File: src/rtl/lsm_pkg.sv
package lsm_pkg;
  typedef enum logic [1:0] {
    MODE_REAL = 2'd0,
    MODE_V86  = 2'd1,
    MODE_PROT = 2'd2,
    MODE_LONG = 2'd3
  } cpu_mode_e;

  typedef struct packed {
    logic carry;
    logic zero;
    logic sign;
    logic ovf;
  } flags_t;
endpackage

File: src/rtl/lsm_decode.sv
module lsm_decode
  import lsm_pkg::*;
(
  input  logic [1:0] mode,
  input  logic       wsel,
  input  logic       vl,
  output logic       fault,
  output logic       use_wide
);
  cpu_mode_e m;

  always_comb begin
    m        = cpu_mode_e'(mode);
    fault    = vl || (m == MODE_REAL) || (m == MODE_V86);
    use_wide = (m == MODE_LONG) && wsel;
  end
endmodule

File: src/rtl/lsm_mask_core.sv
module lsm_mask_core #(
  parameter int W = 32
) (
  input  logic [W-1:0] src,
  output logic [W-1:0] mask,
  output logic         top_bit,
  output logic         src_zero
);
  localparam logic [W-1:0] ONE = W'(1);

  always_comb begin
    mask     = (src - ONE) ^ src;
    top_bit  = mask[W-1];
    src_zero = (src == '0);
  end
endmodule

File: src/rtl/lsm_unit.sv
module lsm_unit
  import lsm_pkg::*;
#(
  parameter int DW = 64
) (
  input  logic          clk,
  input  logic          rst,
  input  logic          in_valid,
  input  logic [DW-1:0] in_src,
  input  logic [1:0]    in_mode,
  input  logic          in_wsel,
  input  logic          in_vl,
  output logic          out_valid,
  output logic [DW-1:0] out_result,
  output logic          out_carry,
  output logic          out_zero,
  output logic          out_sign,
  output logic          out_ovf,
  output logic          out_fault
);
  localparam int HW = DW / 2;

  logic          dec_fault;
  logic          dec_wide;
  logic [DW-1:0] full_mask;
  logic [HW-1:0] half_mask;
  logic          full_top, half_top;
  logic          full_zero, half_zero;
  logic [DW-1:0] sel_mask;
  flags_t        sel_flags;
  flags_t        flags_q;
  logic          wide_q;

  lsm_decode u_decode (
    .mode     (in_mode),
    .wsel     (in_wsel),
    .vl       (in_vl),
    .fault    (dec_fault),
    .use_wide (dec_wide)
  );

  lsm_mask_core #(.W(DW)) u_core_full (
    .src      (in_src),
    .mask     (full_mask),
    .top_bit  (full_top),
    .src_zero (full_zero)
  );

  lsm_mask_core #(.W(HW)) u_core_half (
    .src      (in_src[HW-1:0]),
    .mask     (half_mask),
    .top_bit  (half_top),
    .src_zero (half_zero)
  );

  always_comb begin
    if (dec_wide) begin
      sel_mask        = full_mask;
      sel_flags.carry = full_zero;
      sel_flags.sign  = full_top;
    end else begin
      sel_mask        = {{HW{1'b0}}, half_mask};
      sel_flags.carry = half_zero;
      sel_flags.sign  = half_top;
    end
    sel_flags.zero = 1'b0;
    sel_flags.ovf  = 1'b0;
  end

  always_ff @(posedge clk) begin
    if (rst) begin
      out_valid  <= 1'b0;
      out_fault  <= 1'b0;
      out_result <= '0;
      flags_q    <= '0;
      wide_q     <= 1'b0;
    end else begin
      out_valid <= in_valid;
      out_fault <= in_valid && dec_fault;
      if (in_valid && !dec_fault) begin
        out_result <= sel_mask;
        flags_q    <= sel_flags;
        wide_q     <= dec_wide;
      end
    end
  end

  assign out_carry = flags_q.carry;
  assign out_zero  = flags_q.zero;
  assign out_sign  = flags_q.sign;
  assign out_ovf   = flags_q.ovf;

  assert_latency_R10: assert property (@(posedge clk) disable iff (rst)
    out_valid |-> $past(in_valid));

  assert_mask_shape_R1: assert property (@(posedge clk) disable iff (rst)
    (out_valid && !out_fault) |->
      (((out_result & (out_result + DW'(1))) == '0) && (out_result != '0)));

  assert_carry_ones_R2: assert property (@(posedge clk) disable iff (rst)
    (out_valid && !out_fault && out_carry) |-> (&out_result[HW-1:0]));

  assert_sign_msb_R3: assert property (@(posedge clk) disable iff (rst)
    (out_valid && !out_fault) |->
      (out_sign == (wide_q ? out_result[DW-1] : out_result[HW-1])));

  assert_upper_clear_R7: assert property (@(posedge clk) disable iff (rst)
    (out_valid && !out_fault && !wide_q) |-> (out_result[DW-1:HW] == '0));

  assert_fault_hold_R8: assert property (@(posedge clk) disable iff (rst)
    out_fault |-> ($stable(out_result) && $stable(flags_q)));

  assert_mode_fault_R9: assert property (@(posedge clk) disable iff (rst)
    (out_valid && ($past(in_mode) < 2'd2)) |-> out_fault);
endmodule

File: config.mk
export PLATFORM = sky130hd
export DESIGN_NAME = lsm_unit
export DESIGN_NICKNAME = d
export VERILOG_FILES = /design/src/rtl/lsm_pkg.sv /design/src/rtl/lsm_decode.sv /design/src/rtl/lsm_mask_core.sv /design/src/rtl/lsm_unit.sv
export SDC_FILE = /design/constraint.sdc
export NUM_CORES = 1
export LEC_CHECK = 0
export BUFFER_PORTS_ARGS = -buffer_cell sky130_fd_sc_hd__buf_2
export CAP_MARGIN = 0
export CORE_ASPECT_RATIO = 0.9
export CORE_MARGIN = 1.5
export CORE_UTILIZATION = 50
export DETAILED_ROUTE_END_ITERATION = 12
export PLACE_DENSITY_LB_ADDON = 0.3
export SLEW_MARGIN = 15
export SYNTH_ARGS = -nofsm -noshare
export SYNTH_HDL_FRONTEND = slang
export SYNTH_HIERARCHICAL = 1
export SYNTH_SLANG_ARGS = --single-unit
export TNS_END_PERCENT = 100
File: constraint.sdc
create_clock -name clk -period 3.7 [get_ports clk]
set_input_delay 0.74 -clock clk [delete_from_list [all_inputs] [get_ports clk]]
set_output_delay 0.74 -clock clk [all_outputs]
set_load 0.005 [all_outputs]
# Word level (Yosys, flattened, before mapping)

Index checks and enable logic that the tools add are counted.

Bits in registers: 68
Bits of input ports: 71
Output and inout port bits: 70
Logic and storage cells: 23

$add $sub $neg: 2
Eq/ne operators: 2
Muxes and demuxes: 3
Bitwise gates (word level): 2
Reductions and logical operators: 9

Operator list:

| kind                    | number |
|---|---|
| $logic_not A64 Y1       | 1 |
| $mux W64                | 1 |
| $sub A64 B1 Y64 const B | 1 |
| $xor A64 B64 Y64        | 1 |
| $logic_not A32 Y1       | 1 |
| $sub A32 B1 Y32 const B | 1 |
| $xor A32 B32 Y32        | 1 |
| $logic_and A1 B1 Y1     | 3 |
| $eq A2 B1 Y1 const B    | 1 |
| $eq A2 B2 Y1 const B    | 1 |
| $logic_not A2 Y1        | 1 |
| $logic_or A1 B1 Y1      | 2 |
| $mux W1                 | 2 |
| $logic_not A1 Y1        | 1 |

# Depth between registers and ports, before layout

Depth after elaboration: 5
Depth in mapped cells: 9
Gate-level depth less buffers: 8

# Modules after synthesis

Netlist, hierarchy kept.

Modules (own cells, without submodules):

| module                      | times used | cells each | area each (um^2) |
|---|---|---|---|
| lsm_unit                    | 1          | 302        | 2762.6 |
| lsm_mask_core (u_core_full) | 1          | 144        | 915.9 |
| lsm_mask_core (u_core_half) | 1          | 65         | 406.6 |
| lsm_decode                  | 1          | 2          | 12.5 |

# Least setup slack after synthesis

OpenSTA, ideal clock, no wires.

Path kind: input port to flip-flop
Start: input port in_src[6]
End: register out_result[63]
Library setup time: 0.070 ns
Data arrival time: 2.707 ns
Data required time: 3.630 ns
Slack: 0.923 ns
Stages on the path: 9
Path buffers: 2
Cell sequence: or4_4 > or4_4 > clkinv_2 > nand4_4 > buf_6 > nor3_1 > buf_4 > nand3_1 > a21oi_1

Cells in the longest elaborated chain, start to end: 3

Ends and longest elaborated chain:

| what                   | line                | source |
|---|---|---|
| start: declaration     | lsm_unit.sv:9       | `input logic [DW-1:0] in_src,` |
| $sub A64 B1 Y64        | lsm_mask_core.sv:12 | `mask = (src - ONE) ^ src;` |
| $xor A64 B64 Y64       | lsm_mask_core.sv:12 |  |
| named net full_top     | lsm_unit.sv:27      | `logic full_top, half_top;` |
| $mux W64               | lsm_unit.sv:57      | `if (dec_wide) begin` |
| end signal: assignment | lsm_unit.sv:81      | `out_result <= sel_mask;` |
| end: declaration       | lsm_unit.sv:14      | `output logic [DW-1:0] out_result,` |

The timed path passes the listed nets, and every way through them passes these cells.
A chain may end at the register's enable or synchronous reset.

# Worst setup path in the final report

Start: input port in_src[1]
End: register flags_q (netlist bit out_carry)

Cells in the longest elaborated chain, start to end: 2

Ends and longest elaborated chain:

| what                   | line                | source |
|---|---|---|
| $logic_not A64 Y1      | lsm_mask_core.sv:14 | `src_zero = (src == '0);` |
| named net full_zero    | lsm_unit.sv:28      | `logic full_zero, half_zero;` |
| $mux W1                | lsm_unit.sv:57      |  |
| end signal: assignment | lsm_unit.sv:82      | `flags_q <= sel_flags;` |
| end: declaration       | lsm_unit.sv:31      | `flags_t flags_q;` |

The timed path passes the listed nets, and every way through them passes these cells.

==> impl_metrics.xml <==
<?xml version="1.0" encoding="UTF-8"?>
<metrics>
  <group name="pwr">
    <metric name="power_frac_seq" unit="">0.450</metric>
    <metric name="power.share.switching" unit="">0.258</metric>
    <metric name="share_clk_of_total_power" unit="">0.428</metric>
    <metric name="p_int" unit="mW">1.25</metric>
    <metric name="power.share.combinational" unit="">0.122</metric>
    <metric name="p_sw" unit="mW">0.436</metric>
    <metric name="power.leakage" unit="nW">1.92</metric>
    <metric name="pwr_density_cell" unit="nW/um^2">341</metric>
    <metric name="irDropWorstVdd" unit="uV">217</metric>
  </group>
  <group name="cts">
    <metric name="cts.sink_count" unit="">68</metric>
    <metric name="cts_setup_buffers" unit="">0</metric>
    <metric name="ctsResizeCount" unit="">0</metric>
    <metric name="clkTransAtPathRegs" unit="ns">0.08</metric>
    <metric name="clock_tree.buffer_depth" unit="">2</metric>
    <metric name="number_of_buffers_created_by_cts" unit="">9</metric>
    <metric name="cts_tree" unit="">built</metric>
    <metric name="htree_depth" unit="">3</metric>
    <metric name="worstSkewPairLatency" unit="ns">0.35</metric>
    <metric name="clock_tree.root_cell" unit="">sky130_fd_sc_hd__clkbuf_8</metric>
    <metric name="cts-hold-fix-buffers" unit="">0</metric>
  </group>
  <group name="timing">
    <metric name="whs" unit="ns">0.450</metric>
    <metric name="final.period_utilization" unit="">0.812</metric>
    <metric name="fin_crit" unit="ns">3.00</metric>
    <metric name="timing.final.max_slew_violations" unit="">0</metric>
    <metric name="worst_pin_slew" unit="ns">0.950</metric>
    <metric name="rsz0062_at_grt" unit="">no</metric>
    <metric name="final.setup.tns" unit="ns">0</metric>
    <metric name="setup-violations-final" unit="">0</metric>
    <metric name="slew_headroom" unit="">0.366</metric>
    <metric name="timing.fmax" unit="GHz">0.333</metric>
    <metric name="finalClockSkew" unit="ns">0</metric>
    <metric name="timing.final.hold_violations" unit="">0</metric>
  </group>
  <group name="detailed_routing">
    <metric name="postRouteAntennaNets" unit="">0</metric>
    <metric name="detail_route.first_pass.iterations" unit="">5</metric>
    <metric name="finalWirelength" unit="um">11700</metric>
    <metric name="post_detailed_route_wirelength_per_cell" unit="um">16.0</metric>
    <metric name="via_count" unit="">4268</metric>
    <metric name="vias_per_cell" unit="">5.83</metric>
    <metric name="drc_errors" unit="">0</metric>
    <metric name="first_iter_violations" unit="">217</metric>
  </group>
  <group name="yosys">
    <metric name="synth_top_family_by_area" unit="">simple AND/OR/NAND/NOR gates</metric>
    <metric name="post-synth-top-count-cell" unit="">sky130_fd_sc_hd__dfxtp_1</metric>
    <metric name="ys_top_cells_by_area" unit="">sky130_fd_sc_hd__dfxtp_1 (33%), sky130_fd_sc_hd__mux2i_1 (8.3%), sky130_fd_sc_hd__a211oi_1 (6.2%), sky130_fd_sc_hd__nor2_1 (6.0%), sky130_fd_sc_hd__nor3_1 (4.9%)</metric>
    <metric name="synth_top_cell_area_share" unit="">0.332</metric>
    <metric name="synth_xor_xnor_area_share" unit="">0.00427</metric>
    <metric name="compound_cell_area_share_of_the_yosys_netlist" unit="">0.101</metric>
    <metric name="synthDistinctLibCells" unit="">46</metric>
    <metric name="synth_top_cells_by_count" unit="">sky130_fd_sc_hd__dfxtp_1 (68), sky130_fd_sc_hd__nor2_1 (66), sky130_fd_sc_hd__nand2_1 (41), sky130_fd_sc_hd__nor3_1 (40), sky130_fd_sc_hd__nand3_1 (38)</metric>
    <metric name="async_flop_share" unit="">0</metric>
    <metric name="top_flip_flop_cell_by_instance_count_after_synthesis" unit="">sky130_fd_sc_hd__dfxtp_1</metric>
    <metric name="netlist_instances" unit="">513</metric>
    <metric name="synth-seq-cells" unit="">68</metric>
    <metric name="synth.avg_cell_area" unit="um^2">7.99</metric>
    <metric name="post_synth_mux_area_share" unit="">0.0831</metric>
    <metric name="cell_type_with_the_highest_aggregate_area_in_the_netlist" unit="">sky130_fd_sc_hd__dfxtp_1</metric>
    <metric name="synth_enable_flop_cells" unit="">0</metric>
    <metric name="yosys.area_share.adder" unit="">0.00611</metric>
    <metric name="synthesis.area" unit="um^2">4100</metric>
    <metric name="yosysSeqAreaShare" unit="">0.332</metric>
    <metric name="yosys.area_share.simple" unit="">0.390</metric>
    <metric name="yosys_warnings" unit="">6</metric>
  </group>
  <group name="final_layout">
    <metric name="antenna-diode-count" unit="">0</metric>
    <metric name="fillCellCount" unit="">765</metric>
    <metric name="share_of_layout_cells_above_drive_strength_1" unit="">0.297</metric>
    <metric name="layout.core_utilization" unit="">0.619</metric>
    <metric name="area_overhead_vs_synth" unit="%">20.6</metric>
    <metric name="design.final.nets" unit="">701</metric>
  </group>
  <group name="global_routing">
    <metric name="grt_overflow" unit="">0</metric>
    <metric name="grt_first_pass_wirelength" unit="um">18600</metric>
    <metric name="first_global_vias" unit="">3841</metric>
    <metric name="grt_antenna_before_repair" unit="">0</metric>
    <metric name="maximum_number_of_pins_on_one_net_before_global_route_repair" unit="">101</metric>
    <metric name="grt_use_total" unit="">0.263</metric>
  </group>
  <group name="floorplan">
    <metric name="die_extent_in_x" unit="um">98.4</metric>
    <metric name="coreArea" unit="um^2">7990</metric>
    <metric name="floorplan.die_area" unit="um^2">8750</metric>
    <metric name="floorplan.initialDensity" unit="">0.513</metric>
    <metric name="top_level_ports" unit="">141</metric>
    <metric name="die_h" unit="um">88.9</metric>
    <metric name="placement_rows" unit="">31</metric>
  </group>
  <group name="setup_path">
    <metric name="startpoint" unit="">in_src[1]</metric>
    <metric name="reg2reg_depth" unit="">2</metric>
    <metric name="crit-reg2reg-launch" unit="">out_result[15]$_SDFFE_PP0P_</metric>
    <metric name="worstSetupPathType" unit="">in -&gt; reg</metric>
    <metric name="timing.critical_path.cells" unit="">buf_2, inv_1, ha_1, or4b_2, nor4_4, nand3_2, nor4b_1, mux2i_1, a211oi_1</metric>
    <metric name="critical_path_arrival" unit="ns">3.27</metric>
    <metric name="critPathMaxStageDelay" unit="ns">0.66</metric>
    <metric name="timing.reg2reg.setup_slack" unit="ns">2.96</metric>
    <metric name="r2r_end" unit="">out_result[15]$_SDFFE_PP0P_</metric>
    <metric name="cp_data_required_time" unit="ns">3.96</metric>
    <metric name="timing.critical_path.to" unit="">out_carry$_SDFFE_PP0P_</metric>
    <metric name="critical_path.endpoint_type" unit="">flip-flop</metric>
    <metric name="crit_path_max_fanout" unit="">11</metric>
    <metric name="crit_path_top_delay_cell" unit="">sky130_fd_sc_hd__or4b_2</metric>
    <metric name="kind_of_launch_point_of_the_worst_setup_path" unit="">input pin</metric>
  </group>
  <group name="run">
    <metric name="number_of_violations_of_the_max_capacitance_limit" unit="">0</metric>
  </group>
  <group name="placed_design">
    <metric name="io_buffers" unit="">138</metric>
    <metric name="dp_hpwl" unit="um">8530</metric>
    <metric name="gp_congestion" unit="">0.967</metric>
  </group>
  <group name="hold_path">
    <metric name="timing.hold.worst.class" unit="">reg -&gt; reg</metric>
  </group>
  <group name="status">
    <metric name="status" unit="">finished, final reports clean</metric>
  </group>
</metrics>
power by group through the flow:
stage	registers (mW)	logic (mW)	clock network, mW
2_1_floorplan	0.778	0.108	0
3_3_place_gp	0.775	0.199	0
3_5_place_dp	0.776	0.202	0
4_1_cts	0.759	0.203	0.741
5_1_grt	0.761	0.225	0.769
6_report	0.759	0.205	0.722
state kept, by name (all words and copies together) (netlist names):
register    cells
out_carry       1
out_fault       1
out_result     64
out_sign        1
out_valid       1
metal layers:
metal | up-vias | part of all wire | wire length [um] | track usage
li1 | 2108 | - | - | -
met1 | 1982 | 0.45 | 5340 | 0.352
met2 | 147 | 0.46 | 5440 | 0.418
met3 | 31 | 0.054 | 631 | 0.0569
met4 | 0 | 0.028 | 326 | 0.106
met5 | - | 0 | 0 | 0
layout make-up:
| type | instances | area [um^2] | area share |
|---|---|---|---|
| Clock buffer | 11 | 151 | 0.0306 |
| Clock inverter | 5 | 82.6 | 0.0167 |
| Inverter | 13 | 50.0 | 0.0101 |
| Multi-Input combinational cell | 391 | 2420 | 0.489 |
| Sequential cell | 68 | 1360 | 0.275 |
| Tap cell | 99 | 124 | 0.0251 |
| Timing Repair Buffer | 145 | 756 | 0.153 |
critical path, delay by kind of cell:
family,cells,cell delay (ns)
compound gates,1,0.25
fa+ha+maj,1,0.18
buf+inv,2,0.21
mux,1,0.12
simple gates,4,1.77
worst min-delay path by stage:
stage | from | cells after the start | to | slack (ns)
2_1_floorplan | out_result[57]$_SDFFE_PP0P_ | 2 | out_result[57]$_SDFFE_PP0P_ | 0.45
3_3_place_gp | out_result[35]$_SDFFE_PP0P_ | 2 | out_result[35]$_SDFFE_PP0P_ | 0.44
3_5_place_dp | out_result[34]$_SDFFE_PP0P_ | 2 | out_result[34]$_SDFFE_PP0P_ | 0.44
4_1_cts | out_result[34]$_SDFFE_PP0P_ | 2 | out_result[34]$_SDFFE_PP0P_ | 0.45
5_1_grt | out_result[46]$_SDFFE_PP0P_ | 2 | out_result[46]$_SDFFE_PP0P_ | 0.47
6_report | out_result[47]$_SDFFE_PP0P_ | 2 | out_result[47]$_SDFFE_PP0P_ | 0.45
stage by stage:
stage	power, mW	setup slack (ns)	cell area [um^2]	std cells
finish	1.69	0.696	4940	732
global route	1.75	0.425	4940	732
CTS	1.70	0.703	4940	732
detailed placement	0.978	0.362	4710	716
global placement	0.974	0.453	4710	716
floorplan	0.886	0.923	4100	514
logic make-up (layout without fill, tap and decap cells):
| logic type | after synthesis | in the layout |
|---|---|---|
| xor gates and xnor gates | 2 | 2 |
| DFF | 68 | 68 |
| buffers and inverters | 55 | 174 |
| and+or+nand+nor | 283 | 283 |
| adders and majority gates | 2 | 2 |
| other | 3 | 4 |
| muxes | 34 | 34 |
| AOI/OAI and AO/OA | 66 | 66 |
layout by cell type, fill, tap and decap left out, types with 4 or more instances in the layout:
cell type,Yosys,routed
sky130_fd_sc_hd__inv_1,12,12
sky130_fd_sc_hd__or3_1,6,6
sky130_fd_sc_hd__clkbuf_8,0,11
sky130_fd_sc_hd__nand3_1,38,38
sky130_fd_sc_hd__nor2_1,66,66
sky130_fd_sc_hd__dfxtp_1,68,68
sky130_fd_sc_hd__nand4_1,6,6
sky130_fd_sc_hd__a21oi_1,32,32
sky130_fd_sc_hd__conb_1,3,4
sky130_fd_sc_hd__mux2i_1,34,34
sky130_fd_sc_hd__buf_4,14,6
sky130_fd_sc_hd__nor3b_1,7,7
sky130_fd_sc_hd__nor3_1,40,40
sky130_fd_sc_hd__or4_4,4,4
sky130_fd_sc_hd__nand2_1,41,41
sky130_fd_sc_hd__buf_2,7,138
sky130_fd_sc_hd__a211oi_1,34,34
sky130_fd_sc_hd__nor4_1,20,20
sky130_fd_sc_hd__or4_1,15,15
No activity file was read; power rests on OpenSTA's default activity.
